$ cat config.mk
export PLATFORM = sky130hd
export DESIGN_NAME = gsr_ctrl
export DESIGN_NICKNAME = d
export VERILOG_FILES = /design/src/rtl/gsr_pkg.sv /design/src/rtl/gsr_drain_tracker.sv /design/src/rtl/gsr_reset_ctl.sv /design/src/rtl/gsr_ctrl.sv
export SDC_FILE = /design/constraint.sdc
export NUM_CORES = 1
export LEC_CHECK = 0
export BUFFER_PORTS_ARGS = -buffer_cell sky130_fd_sc_hd__clkbuf_2
export CAP_MARGIN = 20
export CORE_UTILIZATION = 24
export DETAILED_ROUTE_END_ITERATION = 8
export PLACE_DENSITY = 0.77
export SETUP_SLACK_MARGIN = 0.5
export SYNTH_ARGS = -nofsm -noshare
export SYNTH_HDL_FRONTEND = slang
export SYNTH_SLANG_ARGS = --single-unit
$ cat constraint.sdc
create_clock -name clk -period 0.8 [get_ports clk]
set_input_delay 0.04 -clock clk [delete_from_list [all_inputs] [get_ports clk]]
set_output_delay 0.04 -clock clk [all_outputs]
set_load 0.03 [all_outputs]
$ cat src/rtl/gsr_pkg.sv
package gsr_pkg;
  localparam int GSR_REG_W    = 32;
  localparam int GSR_STOP_BIT = 2;
  localparam int GSR_IDLE_BIT = 3;
  localparam int GSR_GRST_BIT = 4;

  typedef struct packed {
    logic grst;
    logic idle;
    logic stop;
  } gsr_state_t;

  function automatic logic [GSR_REG_W-1:0] gsr_pack(input gsr_state_t s);
    logic [GSR_REG_W-1:0] v;
    v = '0;
    v[GSR_STOP_BIT] = s.stop;
    v[GSR_IDLE_BIT] = s.idle;
    v[GSR_GRST_BIT] = s.grst;
    return v;
  endfunction
endpackage

$ cat src/rtl/gsr_drain_tracker.sv
module gsr_drain_tracker (
  input  logic clk,
  input  logic rst,
  input  logic stop_req,
  input  logic drained,
  output logic idle
);
  always_ff @(posedge clk) begin
    if (rst) idle <= 1'b0;
    else     idle <= stop_req & drained;
  end
endmodule

$ cat src/rtl/gsr_reset_ctl.sv
module gsr_reset_ctl #(
  parameter int N_CORES = 4
) (
  input  logic               clk,
  input  logic               rst,
  input  logic               wr_en,
  input  logic               wr_grst,
  input  logic               idle,
  output logic               grst,
  output logic [N_CORES-1:0] core_rst
);
  logic grst_d;

  always_comb begin
    grst_d = grst;
    if (wr_en) begin
      if (!wr_grst)  grst_d = 1'b0;
      else if (idle) grst_d = 1'b1;
    end
  end

  always_ff @(posedge clk) begin
    if (rst) grst <= 1'b0;
    else     grst <= grst_d;
  end

  for (genvar i = 0; i < N_CORES; i++) begin : g_core_rst
    always_ff @(posedge clk) begin
      if (rst) core_rst[i] <= 1'b0;
      else     core_rst[i] <= grst_d;
    end
  end
endmodule

$ cat src/rtl/gsr_ctrl.sv
module gsr_ctrl
  import gsr_pkg::*;
#(
  parameter int N_CORES = 4
) (
  input  logic                 clk,
  input  logic                 rst,
  input  logic                 reg_wr_en,
  input  logic [GSR_REG_W-1:0] reg_wr_data,
  output logic [GSR_REG_W-1:0] reg_rd_data,
  output logic                 mst_stop_req,
  input  logic                 mst_drained,
  output logic [N_CORES-1:0]   core_rst
);
  gsr_state_t st;
  logic       stop_q;
  logic       idle_q;
  logic       grst_q;
  logic       unused_wr_bits;

  assign unused_wr_bits = ^{reg_wr_data[GSR_REG_W-1:GSR_GRST_BIT+1],
                            reg_wr_data[GSR_IDLE_BIT],
                            reg_wr_data[GSR_STOP_BIT-1:0]};

  always_ff @(posedge clk) begin
    if (rst)            stop_q <= 1'b0;
    else if (reg_wr_en) stop_q <= reg_wr_data[GSR_STOP_BIT];
  end

  gsr_drain_tracker u_drain (
    .clk      (clk),
    .rst      (rst),
    .stop_req (stop_q),
    .drained  (mst_drained),
    .idle     (idle_q)
  );

  gsr_reset_ctl #(.N_CORES(N_CORES)) u_rstctl (
    .clk      (clk),
    .rst      (rst),
    .wr_en    (reg_wr_en),
    .wr_grst  (reg_wr_data[GSR_GRST_BIT]),
    .idle     (idle_q),
    .grst     (grst_q),
    .core_rst (core_rst)
  );

  assign st.stop      = stop_q;
  assign st.idle      = idle_q;
  assign st.grst      = grst_q;
  assign reg_rd_data  = gsr_pack(st);
  assign mst_stop_req = stop_q;
endmodule

Word level (Yosys, flattened, before mapping) --
Cells that the tools add are included.
Word-level totals: input port bits 36, bits in registers 3, logic and storage cells 8
Cells by class: reduce and logical (&&, ||, !) cells 1, eq/ne operators 1, mux-type cells 2, bitwise logic cells 1
Operators with widths (count):
- $mux 1 | 2
- $ne 2x1->1 const B | 1
- $reduce_and 2->1 | 1
- $and 1x1->1 | 1

Logic depth before layout (Yosys ltp) --
depth in word-level cells 2, depth in mapped cells 2, mapped depth without buffers 2

Hierarchy --
Synthesis repeated with hierarchy kept, for this count alone.
Second synthesis, totals: cell total of the unflattened synthesis 46, area total of the unflattened synthesis 385.4 um2
Modules (own cells, without submodules):
- gsr_ctrl | cells an instance 36, times used 1, area an instance 277.8 um2, seq. area each 20.0 um2
- gsr_reset_ctl | cells an instance 8, times used 1, area an instance 78.8 um2, seq. area each 20.0 um2
- gsr_drain_tracker | cells an instance 2, times used 1, area an instance 28.8 um2, seq. area each 20.0 um2

Worst setup path after synthesis --
Ideal clock, no wire load.
path type register -> output, from register stop_q, in the netlist mst_stop_req, to output reg_rd_data[2], stages on the path, launching flop included 2, required time 760 ps, setup slack 30 ps, arrival time 730 ps, path through dfxtp_1 buf_4
RTL lines:
- start, declared | RTL line gsr_ctrl.sv:16 | logic stop_q;
- start signal, assigned | RTL line gsr_ctrl.sv:27 | else if (reg_wr_en) stop_q <= reg_wr_data[GSR_STOP_BIT];
- end, declared | RTL line gsr_ctrl.sv:10 | output logic [GSR_REG_W-1:0] reg_rd_data,
No word-level cell between the ends.

==> results.py <==
metrics = {
    "floorplanning": {
        "die_area_um2": 1737,
        "start_util_pct": 27.33,
        "io_pins": 73,
        "die_h_um": 41.68,
        "fp.coreArea_um2": 1383,
        "num_rows": 13,
        "fp.dieW_um": 41.68,
    },
    "cts": {
        "cts_tree": "built",
        "cts-root-buf": "clkbuf_4",
        "path_clk_slew_ps": 40,
        "htree_levels": 1,
        "clk_path_buf_depth": 2,
        "cts_buffers": 3,
        "insertion_delay_ps": 230,
        "clkSinkCount": 3,
    },
    "placement": {
        "io_buffers": 13,
        "dp_hpwl_um": 386.4,
        "dp_cells": 66,
        "postPlaceCellArea_um2": 309.0,
        "dp_slack_ps": 183.8,
        "place_congestion": 0.6002,
    },
    "global_route": {
        "grt_pass1_vias": 192,
        "grtUsageTotal_pct": 7.079,
        "grt_overflow_total": 0,
        "antenna_found_initial": 0,
        "grt_pass1_wl_um": 793,
        "grt_max_degree": 7,
    },
    "power": {
        "switching_share_pct": 43.88,
        "comb_power_share_pct": 38.5,
        "power_leakage_nw": 0.2537,
        "vdd_drop_max_uv": 353.1,
        "intPower_mw": 0.3852,
        "total_power_mw": 0.6864,
        "powerDensity_nw_per_um2": 1537,
        "seqPwrFrac_pct": 23.2,
        "power_frac_clock_pct": 38.4,
        "p_sw_mw": 0.3012,
    },
    "timing": {
        "period_share_pct": 101.8,
        "final.setup_skew_ps": 1.033,
        "slew_violations": 0,
        "hold_ws_ps": 7.649,
        "grt_setup_unrepaired": "yes",
        "hold_viol_final": 0,
        "setup_violations": 5,
        "min_period_ps": 814.2,
        "setup_ws_ps": -14.16,
        "setup_tns_ps": -65.97,
        "clock.fmax_mhz": 1228,
    },
    "route": {
        "drtIter0Drc": 0,
        "totalWireLength_um": 535,
        "vias": 220,
        "wire_per_inst_um": 7.329,
        "drc": 0,
        "drtPass1Iterations": 1,
        "route.antenna.remaining_nets": 0,
        "via_per_inst": 3.014,
    },
    "synth": {
        "synth-seq-cells": 3,
        "ys_warn_count": 0,
        "netlist_instances": 46,
        "synth_area_um2": 377.9,
        "synth_area_leaders": "buf_4, dfxtp_1, mux2i_1",
        "syn_area_per_cell_um2": 8.214,
        "ys_seq_area_share_pct": 15.89,
        "synth_area_leader_cell": "buf_4",
        "yosys.area.top_type_share_pct": 71.52,
        "ys_types": 9,
    },
    "worst_hold_path": {
        "hold_class": "in -> reg",
        "whs_path_depth": 2,
    },
    "worst_setup_path": {
        "crit_path_end_kind": "primary output",
        "crit_buf_inv": 1,
        "crit_type": "reg -> out",
        "cpMaxStageDelayCell": "dfxtp_4",
        "cp.depth": 1,
        "r2r_cells": 3,
        "cp_max_fo": 6,
        "required_ps": 760,
        "crit_chain": "clkbuf_8",
        "critPathTopFamily": "flip-flops",
        "cpPeakStageDelay_ps": 380,
        "arrival_ps": 770,
        "critPathLaunchType": "register",
    },
    "status": {
        "violations": "negative setup slack",
        "status": "finished with violations",
    },
    "layout": {
        "layout-drive-gt1-share_pct": 41.38,
        "diodes": 0,
        "fin_nets": 95,
        "area_growth_pct": 18.21,
        "fin_area_um2": 446.7,
        "final_cells": 73,
        "fillers": 150,
        "layout_common_cells": "conb_1, clkbuf_2, clkbuf_8",
        "final_common_cell": "conb_1",
        "finish.utilization_pct": 32.31,
    },
    "flow_run": {
        "cap_violations": 0,
    },
}
logic make-up after synthesis:
family	after synthesis	synth area share, %
AND/OR/NAND/NOR	4	7.617
flip-flops	3	15.89
buffers and inverters	36	71.52
AO/OA/AOI/OAI	1	1.323
other	1	0.9924
multiplexers	1	2.649
worst register-to-register path: cells and delay by family, from the launching register on:
| family | cells | cell delay, ps |
|---|---|---|
| flops | 1 | 360 |
| simple gates | 1 | 40 |
| compound gates | 1 | 100 |
| buf+inv | 1 | 140 |
sequential cells by signal, summed over array words and instances, names as in the netlist:
name,flops
u_rstctl.core_rst,1
mst_stop_req,1
u_drain.idle,1
final timing paths:
kind,start,end,slack (ps)
min reg2reg,u_drain.idle,u_rstctl.core_rst[3],620
min,rst,u_rstctl.core_rst[3],8
max,u_rstctl.core_rst[3],core_rst[1],-10
max reg2reg,u_rstctl.core_rst[3],u_rstctl.core_rst[3],40
repair_timing:
action,4_1_cts,5_1_grt
setup endpoints to repair,11,11
buffers inserted,2,1
endpoints found under the hold margin,2,0
gates resized for setup,18,4
pin swaps,1,1
cell usage after synthesis:
cell	n
nor2_1	1
a21oi_1	1
nor3_2	1
conb_1	1
dfxtp_1	3
buf_4	36
mux2i_1	1
nor2b_1	1
and3b_1	1
per-layer routing:
layer / vias to the layer above / track usage, % / wire [um]
li1: 99 / - / -
met1: 95 / 3.412 / 97
met3: 0 / 5.217 / 77
met5: - / 0 / 0
met4: 0 / 7.742 / 0
met2: 26 / 13.13 / 361
area by class of cell:
cell class              count  area [um2]  area share (%)
flip-flops and latches      3       68.82           15.41
repair buffers             16       168.9           37.82
well taps                  15       18.77           4.202
clock buffers               4       26.28           5.882
multi-input cells          35       163.9           36.69
power groups by stage:
stage,combinational (mW),clock (mW),sequential [mW]
3_5_place_dp,0.232,0,0.158
3_3_place_gp,0.231,0,0.158
4_1_cts,0.255,0.282,0.157
6_report,0.264,0.263,0.159
5_1_grt,0.275,0.301,0.160
2_1_floorplan,0.322,0,0.164
Note: power is estimated with default switching activity, not from simulation.
